### src/rtl/ecc_irq_pkg.sv
package ecc_irq_pkg;

    localparam int FLD_W       = 6;
    localparam int FLD_STRIDE  = 8;
    localparam int REG_W       = 64;
    localparam int PORT_LG     = 8;
    localparam int CE_BIT      = 17;
    localparam int UE_BIT      = 16;
    localparam int CLR_BIT     = 31;
    localparam int OFS_STAT    = 0;
    localparam int OFS_MASK    = 8;

    localparam int EV_SF_CE    = 0;
    localparam int EV_SF_UE    = 1;
    localparam int EV_RO_CE    = 2;
    localparam int EV_RO_UE    = 3;

    typedef enum logic [1:0] {
        BANK_GLB  = 2'd0,
        BANK_SF   = 2'd1,
        BANK_RO   = 2'd2,
        BANK_NONE = 2'd3
    } bank_e;

    typedef enum logic {
        IRQ_QUIET  = 1'b0,
        IRQ_RAISED = 1'b1
    } irq_state_e;

    typedef struct packed {
        logic ce;
        logic ue;
    } ecc_st_t;

    function automatic logic [REG_W-1:0] ecc_word(input ecc_st_t s);
        logic [REG_W-1:0] w;
        w         = '0;
        w[CE_BIT] = s.ce;
        w[UE_BIT] = s.ue;
        return w;
    endfunction

endpackage

### src/rtl/ecc_port_stat.sv
module ecc_port_stat
    import ecc_irq_pkg::*;
(
    input  logic             clk,
    input  logic             rst_n,
    input  logic [FLD_W-1:0] evt_i,
    input  logic [FLD_W-1:0] clr_i,
    input  logic             mask_we_i,
    input  logic [FLD_W-1:0] mask_wd_i,
    input  logic             sf_clr_i,
    input  logic             ro_clr_i,
    output logic [FLD_W-1:0] stat_o,
    output logic [FLD_W-1:0] mask_o,
    output ecc_st_t          sf_o,
    output ecc_st_t          ro_o
);

    logic [FLD_W-1:0] stat_q, mask_q;
    ecc_st_t          sf_q, ro_q, sf_new, ro_new;

    always_comb begin
        sf_new = '{ce: evt_i[EV_SF_CE], ue: evt_i[EV_SF_UE]};
        ro_new = '{ce: evt_i[EV_RO_CE], ue: evt_i[EV_RO_UE]};
    end

    always_ff @(posedge clk or negedge rst_n) begin
        if (!rst_n) begin
            stat_q <= '0;
            mask_q <= '1;
            sf_q   <= '0;
            ro_q   <= '0;
        end else begin
            stat_q <= (stat_q & ~clr_i) | evt_i;
            if (mask_we_i) begin
                mask_q <= mask_wd_i;
            end
            sf_q <= (sf_clr_i ? ecc_st_t'('0) : sf_q) | sf_new;
            ro_q <= (ro_clr_i ? ecc_st_t'('0) : ro_q) | ro_new;
        end
    end

    assign stat_o = stat_q;
    assign mask_o = mask_q;
    assign sf_o   = sf_q;
    assign ro_o   = ro_q;

endmodule

### src/rtl/ecc_irq_fsm.sv
module ecc_irq_fsm
    import ecc_irq_pkg::*;
(
    input  logic clk,
    input  logic rst_n,
    input  logic pend_i,
    output logic irq_o
);

    irq_state_e state_q, state_d;

    always_ff @(posedge clk or negedge rst_n) begin
        if (!rst_n) begin
            state_q <= IRQ_QUIET;
        end else begin
            state_q <= state_d;
        end
    end

    always_comb begin
        state_d = state_q;
        unique case (state_q)
            IRQ_QUIET:  if (pend_i)  state_d = IRQ_RAISED;
            IRQ_RAISED: if (!pend_i) state_d = IRQ_QUIET;
        endcase
    end

    always_comb begin
        irq_o = (state_q == IRQ_RAISED);
    end

endmodule

### src/rtl/ecc_reg_rd.sv
module ecc_reg_rd
    import ecc_irq_pkg::*;
#(
    parameter int NPORT  = 4,
    parameter int PSEL_W = 2
) (
    input  logic              clk,
    input  logic              rst_n,
    input  logic              rd_en_i,
    input  bank_e             bank_i,
    input  logic [PSEL_W-1:0] psel_i,
    input  logic              psel_ok_i,
    input  logic [7:0]        low_i,
    input  logic [REG_W-1:0]  stat_i,
    input  logic [REG_W-1:0]  mask_i,
    input  ecc_st_t           sf_i [NPORT],
    input  ecc_st_t           ro_i [NPORT],
    output logic [REG_W-1:0]  rdata_o,
    output logic              rvalid_o
);

    logic [REG_W-1:0] rd_d;
    logic             glb_sel;

    assign glb_sel = (psel_i == '0);

    always_comb begin
        rd_d = '0;
        unique case (bank_i)
            BANK_GLB: begin
                if (glb_sel && low_i == 8'(OFS_STAT)) rd_d = stat_i;
                if (glb_sel && low_i == 8'(OFS_MASK)) rd_d = mask_i;
            end
            BANK_SF: begin
                if (psel_ok_i && low_i == 8'd0) rd_d = ecc_word(sf_i[psel_i]);
            end
            BANK_RO: begin
                if (psel_ok_i && low_i == 8'd0) rd_d = ecc_word(ro_i[psel_i]);
            end
            BANK_NONE: rd_d = '0;
        endcase
    end

    always_ff @(posedge clk or negedge rst_n) begin
        if (!rst_n) begin
            rdata_o  <= '0;
            rvalid_o <= 1'b0;
        end else begin
            rvalid_o <= rd_en_i;
            if (rd_en_i) begin
                rdata_o <= rd_d;
            end
        end
    end

endmodule

### src/rtl/ecc_irq_ctrl.sv
module ecc_irq_ctrl
    import ecc_irq_pkg::*;
#(
    parameter  int NPORT    = 4,
    localparam int PSEL_W   = (NPORT > 1) ? $clog2(NPORT) : 1,
    localparam int BANK_LSB = PORT_LG + PSEL_W,
    localparam int ADDR_W   = BANK_LSB + 2,
    localparam int EVT_W    = NPORT * FLD_W
) (
    input  logic              clk,
    input  logic              rst_n,
    input  logic [EVT_W-1:0]  evt_i,
    input  logic              req_i,
    input  logic              we_i,
    input  logic [ADDR_W-1:0] addr_i,
    input  logic [REG_W-1:0]  wdata_i,
    output logic [REG_W-1:0]  rdata_o,
    output logic              rvalid_o,
    output logic              irq_o
);

    bank_e             bank;
    logic [PSEL_W-1:0] psel;
    logic [7:0]        low;
    logic              psel_ok, glb_sel, wr;
    logic              wr_stat, wr_mask, wr_sf, wr_ro;
    logic [REG_W-1:0]  stat_all, mask_all;
    logic              pend;

    logic [FLD_W-1:0]  stat_v [NPORT];
    logic [FLD_W-1:0]  mask_v [NPORT];
    ecc_st_t           sf_v   [NPORT];
    ecc_st_t           ro_v   [NPORT];

    assign bank    = bank_e'(addr_i[ADDR_W-1:BANK_LSB]);
    assign psel    = addr_i[BANK_LSB-1:PORT_LG];
    assign low     = addr_i[PORT_LG-1:0];
    assign psel_ok = ({1'b0, psel} < (PSEL_W+1)'(NPORT));
    assign glb_sel = (bank == BANK_GLB) && (psel == '0);
    assign wr      = req_i && we_i;
    assign wr_stat = wr && glb_sel && (low == 8'(OFS_STAT));
    assign wr_mask = wr && glb_sel && (low == 8'(OFS_MASK));
    assign wr_sf   = wr && (bank == BANK_SF) && (low == 8'd0) && wdata_i[CLR_BIT];
    assign wr_ro   = wr && (bank == BANK_RO) && (low == 8'd0) && wdata_i[CLR_BIT];

    for (genvar p = 0; p < NPORT; p++) begin : g_port
        logic [FLD_W-1:0] clr_p;
        assign clr_p = wr_stat ? wdata_i[p*FLD_STRIDE +: FLD_W] : '0;

        ecc_port_stat u_port (
            .clk       (clk),
            .rst_n     (rst_n),
            .evt_i     (evt_i[p*FLD_W +: FLD_W]),
            .clr_i     (clr_p),
            .mask_we_i (wr_mask),
            .mask_wd_i (wdata_i[p*FLD_STRIDE +: FLD_W]),
            .sf_clr_i  (wr_sf && (psel == PSEL_W'(p))),
            .ro_clr_i  (wr_ro && (psel == PSEL_W'(p))),
            .stat_o    (stat_v[p]),
            .mask_o    (mask_v[p]),
            .sf_o      (sf_v[p]),
            .ro_o      (ro_v[p])
        );
    end

    always_comb begin
        stat_all = '0;
        mask_all = '0;
        for (int p = 0; p < NPORT; p++) begin
            stat_all[p*FLD_STRIDE +: FLD_W] = stat_v[p];
            mask_all[p*FLD_STRIDE +: FLD_W] = mask_v[p];
        end
    end

    assign pend = |(stat_all & ~mask_all);

    ecc_irq_fsm u_fsm (
        .clk    (clk),
        .rst_n  (rst_n),
        .pend_i (pend),
        .irq_o  (irq_o)
    );

    ecc_reg_rd #(
        .NPORT  (NPORT),
        .PSEL_W (PSEL_W)
    ) u_rd (
        .clk       (clk),
        .rst_n     (rst_n),
        .rd_en_i   (req_i && !we_i),
        .bank_i    (bank),
        .psel_i    (psel),
        .psel_ok_i (psel_ok),
        .low_i     (low),
        .stat_i    (stat_all),
        .mask_i    (mask_all),
        .sf_i      (sf_v),
        .ro_i      (ro_v),
        .rdata_o   (rdata_o),
        .rvalid_o  (rvalid_o)
    );

endmodule

### config.mk
export PLATFORM = sky130hd
export DESIGN_NAME = ecc_irq_ctrl
export DESIGN_NICKNAME = d
export VERILOG_FILES = /design/src/rtl/ecc_irq_pkg.sv /design/src/rtl/ecc_port_stat.sv /design/src/rtl/ecc_irq_fsm.sv /design/src/rtl/ecc_reg_rd.sv /design/src/rtl/ecc_irq_ctrl.sv
export SDC_FILE = /design/constraint.sdc
export NUM_CORES = 1
export LEC_CHECK = 0
export BUFFER_PORTS_ARGS = -buffer_cell sky130_fd_sc_hd__buf_2
export CAP_MARGIN = 20
export CORE_ASPECT_RATIO = 1.25
export CORE_MARGIN = 2
export CORE_UTILIZATION = 51
export CTS_CLUSTER_DIAMETER = 80
export DETAILED_ROUTE_END_ITERATION = 12
export PLACE_DENSITY = 0.91
export SYNTH_ARGS = -nofsm -noshare
export SYNTH_HDL_FRONTEND = slang
export SYNTH_SLANG_ARGS = --single-unit
### constraint.sdc
create_clock -name clk -period 2.3 [get_ports clk]
set_input_delay 0.46 -clock clk [delete_from_list [all_inputs] [get_ports clk]]
set_output_delay 0.46 -clock clk [all_outputs]
set_load 0.005 [all_outputs]
==> Word-level counts from Yosys, hierarchy flattened <==
Index checks and enable logic that the tools add are counted.
{ "word_totals": {"ff_bits": 130, "in_bits": 104, "out_inout_bits": 66} }
{ "op_classes": {"n_lt_le_gt_ge": 1, "eq_ne": 7, "n_mux": 24, "bitwise": 23, "reduce_logical": 27} }
{ "ops": {"columns": ["op", "count"], "rows": [
  ["64-bit one-hot mux with 4 select lines", 1],
  ["30-bit by 64-bit AND with 64-bit output", 1],
  ["30-bit inverter with 64-bit output", 1],
  ["64-bit OR reduction", 1],
  ["30-bit 2-to-1 mux", 2],
  ["18-bit 2-to-1 mux", 2],
  ["6-bit AND", 4],
  ["2-bit 2-to-1 mux", 12],
  ["6-bit 2-to-1 mux", 4],
  ["6-bit inverter", 4],
  ["6-bit bitwise OR", 4],
  ["1-bit logical AND", 22],
  ["2-bit bitwise OR", 8],
  ["2-bit binary-select mux with 2-bit select", 2],
  ["2-bit == test, second input constant", 4],
  ["8-bit by 4-bit == test with 1-bit output, second input constant", 1],
  ["8-bit logical NOT", 1],
  ["2-bit by 1-bit == test with 1-bit output, second input constant", 2],
  ["2-bit logical NOT", 2],
  ["3-bit >= comparator, second input constant", 1],
  ["2-bit inverter with 3-bit output", 1],
  ["1-bit logical NOT", 1],
  ["1-bit 2-to-1 mux", 1]
]} }

==> Logic depth before layout (Yosys ltp) <==
Gate-level depths: netlist of run 1.
{ "logic_depth": {"word_depth": 8, "mapped_depth": 6, "mapped_depth_nobuf": 4} }

==> Modules after synthesis <==
From an unflattened synthesis of run 1, not the netlist that was laid out.
{ "unflattened": {"cells_unflattened": 552, "area_unflattened_um2": 6525.0} }
{ "by_module_without_submodules": {"columns": ["module", "instances", "cells_each", "area_per_inst_um2", "seq_area_each_um2"], "rows": [
  ["ecc_reg_rd", 1, 291, 3522.1, 1626.6],
  ["ecc_port_stat", 4, 41, 614.3, 407.9],
  ["ecc_irq_ctrl", 1, 96, 520.5, 0.0],
  ["ecc_irq_fsm", 1, 1, 25.0, 25.0]
]} }

==> Least setup slack after synthesis of run 1 <==
No wires, ideal clock.
{ "synth_path": {"path_type": "input to register", "startpoint": "in addr_i[1]", "endpoint": "reg g_port[0].u_port.mask_q[0]", "setup_time_ns": 0.085, "arrival_ns": 1.994, "path_slack_ns": 0.221, "path_stages": 6, "n_path_buf": 2, "path_cell_list": "or4_4 and4bb_1 buf_4 nand3_4 buf_6 mux2_1"} }
{ "synth_between": {"elab_chain_cells": 2} }
{ "synth_lines": {"columns": ["item", "line", "source"], "rows": [
  ["start: declaration", "ecc_irq_ctrl.sv:15", "input logic [ADDR_W-1:0] addr_i,"],
  ["8-bit by 4-bit == test with 1-bit output", "ecc_irq_ctrl.sv:42", "assign wr_mask = wr && glb_sel && (low == 8'(OFS_MASK));"],
  ["1-bit logical AND", "ecc_irq_ctrl.sv:42", null],
  ["end signal: assignment", "ecc_port_stat.sv:35", "mask_q <= mask_wd_i;"],
  ["end: declaration", "ecc_port_stat.sv:18", "logic [FLD_W-1:0] stat_q, mask_q;"]
]} }
No other way between the ends.
A chain may end at the register's enable or synchronous reset.

==> Worst setup path after layout of run 1 <==
{ "layout_path": {"startpoint": "in addr_i[1]", "endpoint": "reg u_rd.rdata_o[16]"} }
{ "layout_between": {"elab_chain_cells": 5} }
{ "layout_lines": {"columns": ["item", "line", "source"], "rows": [
  ["8-bit logical NOT", "ecc_reg_rd.sv:31, ecc_reg_rd.sv:35, ecc_reg_rd.sv:38", null],
  ["1-bit logical AND", "ecc_reg_rd.sv:31", "if (glb_sel && low_i == 8'(OFS_STAT)) rd_d = stat_i;"],
  ["30-bit 2-to-1 mux", "ecc_reg_rd.sv:31", null],
  ["30-bit 2-to-1 mux", "ecc_reg_rd.sv:32", "if (glb_sel && low_i == 8'(OFS_MASK)) rd_d = mask_i;"],
  ["64-bit one-hot mux with 4 select lines *", "ecc_reg_rd.sv:29", "unique case (bank_i)"],
  ["end signal: assignment", "ecc_reg_rd.sv:51", "rdata_o <= rd_d;"],
  ["end: declaration", "ecc_reg_rd.sv:18", "output logic [REG_W-1:0] rdata_o,"]
]} }
Mark *: on every way between the ends. The rest lies on a longest branch, timed or not. The select of a mux whose other input is x is not followed.

==> results of run 1 <==
-- power by group --
| group | switching, uW | internal, uW |
|---|---|---|
| Combinational | 141 | 84.9 |
| Sequential | 3.84 | 1590 |
| Clock | 530 | 457 |
| Total | 675 | 2130 |
-- critical path, cell delays in order --
cell and delay [ns]:
sky130_fd_sc_hd__buf_2 0.10, sky130_fd_sc_hd__or4_4 0.54, sky130_fd_sc_hd__and4bb_1 0.39, sky130_fd_sc_hd__buf_4 0.31, sky130_fd_sc_hd__a22oi_1 0.18, sky130_fd_sc_hd__a31oi_1 0.20
-- layer usage --
layer  vias up  share of wire
met1      1602           0.39
met5         -              0
met2       155           0.51
met3        20          0.072
li1       1474              -
met4         0          0.025
-- cells in the mapped netlist --
cell,number,share of area
sky130_fd_sc_hd__dfrtp_1,66,0.38
sky130_fd_sc_hd__buf_4,41,0.070
sky130_fd_sc_hd__a21o_1,40,0.068
sky130_fd_sc_hd__nand2_1,28,0.024
sky130_fd_sc_hd__inv_1,26,0.022
sky130_fd_sc_hd__dfstp_2,24,0.14
sky130_fd_sc_hd__nand4b_1,24,0.048
sky130_fd_sc_hd__o21ai_0,24,0.027
sky130_fd_sc_hd__mux2i_1,22,0.050
sky130_fd_sc_hd__mux2_1,20,0.051
sky130_fd_sc_hd__clkbuf_1,13,0.011
sky130_fd_sc_hd__o22ai_1,12,0.017
sky130_fd_sc_hd__nand3_1,6,0.0068
sky130_fd_sc_hd__nor4_1,5,0.0071
sky130_fd_sc_hd__mux2_2,4,0.010
sky130_fd_sc_hd__mux4_2,4,0.020
sky130_fd_sc_hd__nor2_1,3,0.0026
sky130_fd_sc_hd__a22oi_1,2,0.0034
sky130_fd_sc_hd__a31oi_1,2,0.0028
sky130_fd_sc_hd__buf_1,2,0.0017
sky130_fd_sc_hd__buf_2,2,0.0023
sky130_fd_sc_hd__buf_6,2,0.0051
sky130_fd_sc_hd__nand2b_1,2,0.0028
sky130_fd_sc_hd__nor2b_1,2,0.0028
sky130_fd_sc_hd__o31ai_1,2,0.0034
sky130_fd_sc_hd__and2_1,1,0.0014
sky130_fd_sc_hd__and3_1,1,0.0014
sky130_fd_sc_hd__and4bb_1,1,0.0028
sky130_fd_sc_hd__conb_1,1,0.00085
sky130_fd_sc_hd__nand3_4,1,0.0040
sky130_fd_sc_hd__nand4_1,1,0.0014
sky130_fd_sc_hd__nor3_1,1,0.0011
sky130_fd_sc_hd__nor4_2,1,0.0028
sky130_fd_sc_hd__or4_1,1,0.0017
sky130_fd_sc_hd__or4_4,1,0.0026
-- how the worst max path moves through the flow --
stage	slack, ns	startpoint	to
after global routing	0.35	addr_i[1]	u_rd.rdata_o[24]
after CTS	0.42	addr_i[1]	g_port[2].u_port.stat_o[0]
after global placement	0.07	addr_i[1]	g_port[2].u_port.stat_o[1]
after floorplan	0.22	addr_i[1]	g_port[0].u_port.mask_o[0]
final	0.39	addr_i[1]	u_rd.rdata_o[16]
after detailed placement	0.03	addr_i[1]	g_port[2].u_port.stat_o[0]
-- registers in the layout, indices dropped and copies added, names as in the netlist --
register / flops
u_fsm.irq_o: 1
g_port.u_port.stat_o: 24
u_rd.rdata_o: 24
g_port.u_port.mask_o: 24
g_port.u_port.sf_o: 8
g_port.u_port.ro_o: 8
u_rd.rvalid_o: 1
-- layout make-up --
| type | instances | area, um2 |
|---|---|---|
| clock inverter | 1 | 8.76 |
| multi-input combinational | 251 | 1770 |
| inverter | 26 | 97.6 |
| tap | 97 | 121 |
| timing repair buffer | 103 | 588 |
| fill | 664 | 3260 |
| sequential | 90 | 2280 |
| clock buffer | 15 | 166 |
-- logic make-up (layout without fill, tap and decap cells) --
kind of cell / Yosys count / after routing
other: 1 / 40
flip-flops: 90 / 90
buffers and inverters: 86 / 145
AND/OR/NAND/NOR: 79 / 79
multiplexers: 50 / 50
AO/OA/AOI/OAI: 82 / 82
-- metrics by stage --
| step | setup WS, ns | cell area [um2] | utilization | std cells |
|---|---|---|---|---|
| 2_1_floorplan | 0.221 | 4540 | - | 427 |
| 6_report | 0.387 | 5030 | 0.607 | 583 |
| 5_1_grt | 0.348 | 5030 | 0.607 | 583 |
| 3_5_place_dp | 0.0328 | 4860 | 0.586 | 567 |
| 4_1_cts | 0.420 | 5030 | 0.607 | 583 |
| 3_3_place_gp | 0.0705 | 4860 | 0.586 | 567 |
==> run_results.csv, run 1 <==
group,metric,value,unit
status,run_status,"completed",
power,ir_worst_vdd,0.353,mV
worst_setup_path,endpoint_kind,"flop",
flow_run,timing.max_cap.violations,0,
timing,tns,0,ns
synthesis,post_synth_xor_area_fraction,0,
drt,route.detailed.drc,0,
cts,path_clk_slew,0.09,ns
floorplanning,placeableCoreArea,8290,um2
synthesis,synthesis.area,4400,um2
grt,global_route.peak_usage_layer,"met2",
timing,relSlewSlack,0.580,
grt,grt_antenna_before_repair,0,
synthesis,synth_simple_gate_area_share,0.113,
timing,finalSetupViolCount,0,
cts,cts_made_buffers,9,
floorplanning,die_x,87.0,um
floorplanning,rows,37,
power,pwr_cell_area,558,nW/um2
timing,period_minus_slack,1.91,ns
layout,layout-area-overhead-vs-synth,14.4,%
worst_hold_path,hold_path.class,"in -> async",
floorplanning,initial_core_util,0.531,
worst_setup_path,r2r_cells,3,
worst_setup_path,endpoint_of_the_lowest_slack_register_to_register_path,"u_rd.rdata_o[16]",
timing,grt_setup_unrepaired,"false",
timing,worst_hold_slack,0.0917,ns
cts,worstSkewPairLatency,0.36,ns
timing,clock.fmax,0.523,GHz
synthesis,synth_seq_area_share,0.519,
synthesis,synth_area_in_compound_gates,0.122,
synthesis,syn_area_per_cell,11.3,um2
synthesis,post_synth_inst_count,388,
drt,vias,3251,
synthesis,yosys-mux-area-fraction,0.132,
synthesis,postSynthRegisterBits,90,
cts,cts_setup_buffers,0,
power,leakage,0.00241,uW
timing,finClkSkew,0.00452,ns
worst_setup_path,kind_of_critical_path,"in -> reg",
layout,antenna_cells,0,
grt,grt_pass1_vias,3232,
grt,final_global_route_overflow_total,0,
cts,cts_max_path_buffers,2,
grt,grt_max_degree,52,
drt,vias_per_cell,5.58,
drt,routed_wl_per_cell,17.5,um
grt,grt_use_met1,0.273,
grt,first_pass_grt_wire_length,15800,um
power,power,2810,uW
worst_setup_path,start_kind,"input port",
worst_setup_path,critical_path_required,2.58,ns
layout,mostFrequentLayoutCell,"sky130_fd_sc_hd__buf_2",
worst_setup_path,ff2ff_setup_slack,0.92,ns
grt,grt_util_met2,0.389,
cts,cts_resized,0,
placed_design,dp_hpwl,7460,um
cts,clock_sinks,90,
cts,root_buffer,"sky130_fd_sc_hd__clkbuf_8",
grt,grt_use_met3,0.0399,
synthesis,synth_top_family_by_area,"multiplexers",
placed_design,globalplace.congestion,0.936,
placed_design,placement.io_buffers,90,
layout,design.final.nets,585,
synthesis,synth_adder_area_share,0,
layout,final_layout_size_suffix_gt1_frac,0.309,
worst_setup_path,crit_path_max_fanout,21,
worst_setup_path,cp.arrival,2.19,ns
synthesis,synth_cell_type_count,35,
timing,slew_violations,0,
floorplanning,boundaryPins,170,
worst_setup_path,regToRegStartpoint,"g_port[3].u_port.ro_o[0]",
floorplanning,fp.dieArea,9380,um2
drt,totalWireLength,10200,um
cts,tritoncts,"built",
cts,number_of_buffers_added_to_fix_hold_violations_after_cts,0,
drt,drt_first_iter_violations,244,
layout,mostFrequentLayoutCells,"sky130_fd_sc_hd__buf_2 (89), sky130_fd_sc_hd__dfrtp_1 (66), sky130_fd_sc_hd__a21o_1 (40), sky130_fd_sc_hd__conb_1 (40), sky130_fd_sc_hd__nand2_1 (28)",
floorplanning,die-height,108,um
timing,tightest_slew,0.629,ns
timing,finalHoldViolCount,0,
drt,final_antenna_net_count,0,
synthesis,synthesis.yosys.warnings,0,
cts,htreeDepth,3,
drt,firstDrtPassIters,5,
timing,final_min_period_over_clock_period,0.832,
grt,grt.total_usage,0.225,
(Power assumes the default switching activity.)
==> run 2: changes to the inputs <==
CORE_UTILIZATION = 44   (was 51)
PLACE_DENSITY = 0.84   (was 0.91)
clock period = 1.6 ns   (was 2.3 ns; I/O delays follow)
==> run_results.csv, run 2 (synthesis results as in run 1) <==
group,metric,value,unit
timing,tightest_slew,0.625,ns
layout,mostFrequentLayoutCell,"sky130_fd_sc_hd__buf_2",
layout,utilization_of_the_core_after_routing,0.551,
placed_design,placement.io_buffers,90,
cts,cts_setup_buffers,0,
drt,vias_per_cell,5.26,
drt,routed_wl_per_cell,17.0,um
timing,finClkSkew,0.00628,ns
cts,root_buffer,"sky130_fd_sc_hd__clkbuf_16",
power,pwr_cell_area,914,nW/um2
floorplanning,boundaryPins,170,
timing,finalWorstSetupSlack,-0.0633,ns
floorplanning,rows,40,
cts,cts_max_path_buffers,2,
grt,final_global_route_overflow_total,0,
drt,drt_first_iter_violations,265,
drt,final_antenna_net_count,0,
drt,totalWireLength,10500,um
worst_setup_path,ff2ff_setup_slack,0.25,ns
worst_hold_path,holdPathEnd,"g_port[0].u_port.stat_o[5]",
drt,firstDrtPassIters,5,
cts,cts_made_buffers,9,
power,power,4860,uW
worst_setup_path,endpoint_kind,"flop",
timing,finalSetupViolCount,29,
timing,clock.fmax,0.601,GHz
worst_setup_path,cp.arrival,1.93,ns
drt,vias,3253,
placed_design,dp_hpwl,7650,um
layout,mostFrequentLayoutCells,"sky130_fd_sc_hd__buf_2 (88), sky130_fd_sc_hd__dfrtp_1 (66), sky130_fd_sc_hd__a21o_1 (40), sky130_fd_sc_hd__conb_1 (40), sky130_fd_sc_hd__nand2_1 (28)",
power,ir_worst_vdd,0.490,mV
grt,grt_pass1_vias,3372,
worst_setup_path,start_kind,"input port",
timing,period_minus_slack,1.66,ns
layout,antenna_cells,0,
worst_setup_path,endpoint_of_the_lowest_slack_register_to_register_path,"u_rd.rdata_o[17]",
status,run_status,"finished with violations",
timing,relSlewSlack,0.584,
grt,grt_antenna_before_repair,0,
layout,design.final.nets,591,
cts,worstSkewPairLatency,0.34,ns
floorplanning,placeableCoreArea,9660,um2
cts,path_clk_slew,0.06,ns
cts,clock_sinks,90,
flow_run,timing.max_cap.violations,0,
timing,final_min_period_over_clock_period,1.04,
grt,grt.total_usage,0.199,
worst_setup_path,kind_of_critical_path,"in -> reg",
worst_setup_path,crit_path_max_fanout,24,
worst_hold_path,cells_on_worst_hold_path,2,
placed_design,globalplace.congestion,0.852,
floorplanning,fp.dieArea,10800,um2
layout,final_layout_size_suffix_gt1_frac,0.337,
layout,layout-area-overhead-vs-synth,21.0,%
cts,htreeDepth,3,
worst_setup_path,r2r_cells,3,
timing,slew_violations,0,
worst_setup_path,critical_path_required,1.87,ns
worst_hold_path,hp-start,"evt_i[5]",
floorplanning,initial_core_util,0.455,
cts,tritoncts,"built",
worst_hold_path,hold_path.class,"in -> reg",
status,failed_checks,"negative setup slack",
timing,finalHoldViolCount,0,
placed_design,pre_cts_slack,-0.476,ns
floorplanning,die_x,93.4,um
worst_setup_path,regToRegStartpoint,"g_port[3].u_port.ro_o[1]",
grt,grt_max_degree,72,
power,leakage,0.00254,uW
drt,route.detailed.drc,0,
grt,first_pass_grt_wire_length,16500,um
floorplanning,die-height,116,um
timing,grt_setup_unrepaired,"true",
run 2: final cells by class:
class,count,area (um2)
Clock inverter,5,78.8
Clock buffer,11,233
Inverter,26,97.6
Sequential cell,90,2280
Fill cell,806,4340
Timing Repair Buffer,109,658
Multi-Input combinational cell,251,1810
Tap cell,126,158
run 2: timing repair:
action / in CTS / in global routing
resized for setup: 8 / 4
cloned: 0 / 0
hold buffers: 1 / 0
hold endpoints to repair: 19 / 0
setup endpoints to repair: 52 / 42
pin swaps: 0 / 1
run 2: critical path, cell delays in order:
cell and delay, ns:
sky130_fd_sc_hd__buf_6 0.09, sky130_fd_sc_hd__or4_4 0.52, sky130_fd_sc_hd__and4bb_4 0.37, sky130_fd_sc_hd__nand3_4 0.09
sky130_fd_sc_hd__buf_12 0.21, sky130_fd_sc_hd__mux2_1 0.32
run 2: how the worst max path moves through the flow:
stage | start | to | cells after the start
after detailed placement | addr_i[1] | g_port[0].u_port.mask_o[3] | 6
after global routing | addr_i[1] | g_port[1].u_port.mask_o[5] | 6
final | addr_i[1] | g_port[2].u_port.mask_o[5] | 6
after floorplan | addr_i[1] | g_port[0].u_port.mask_o[0] | 6
after CTS | addr_i[1] | g_port[2].u_port.mask_o[5] | 6
after global placement | addr_i[1] | g_port[0].u_port.mask_o[4] | 6
run 2: per-layer routing:
metal  track usage  wire length [um]  vias to the layer above
li1              -                 -                     1493
met1         0.234              4100                     1595
met2         0.349              5380                      133
met3        0.0306               611                       32
met4         0.110               440                        0
met5             0                 0                        -
run 2: power breakdown:
part / internal [uW] / switching, uW / total (uW)
Combinational: 137 / 208 / 345
Sequential: 2290 / 5.05 / 2290
Clock: 1370 / 857 / 2220
Total: 3790 / 1070 / 4860
run 2: per-stage QoR:
step	instance area [um2]	cells	hold WS, ns	TNS, ns
4_1_cts	5300	618	0.147	-0.897
2_1_floorplan	4560	427	0.0244	-18.24
6_report	5320	618	0.159	-1.15
3_3_place_gp	4950	601	0.316	-28.42
5_1_grt	5320	618	0.158	-2.24
3_5_place_dp	4950	601	0.325	-33.22
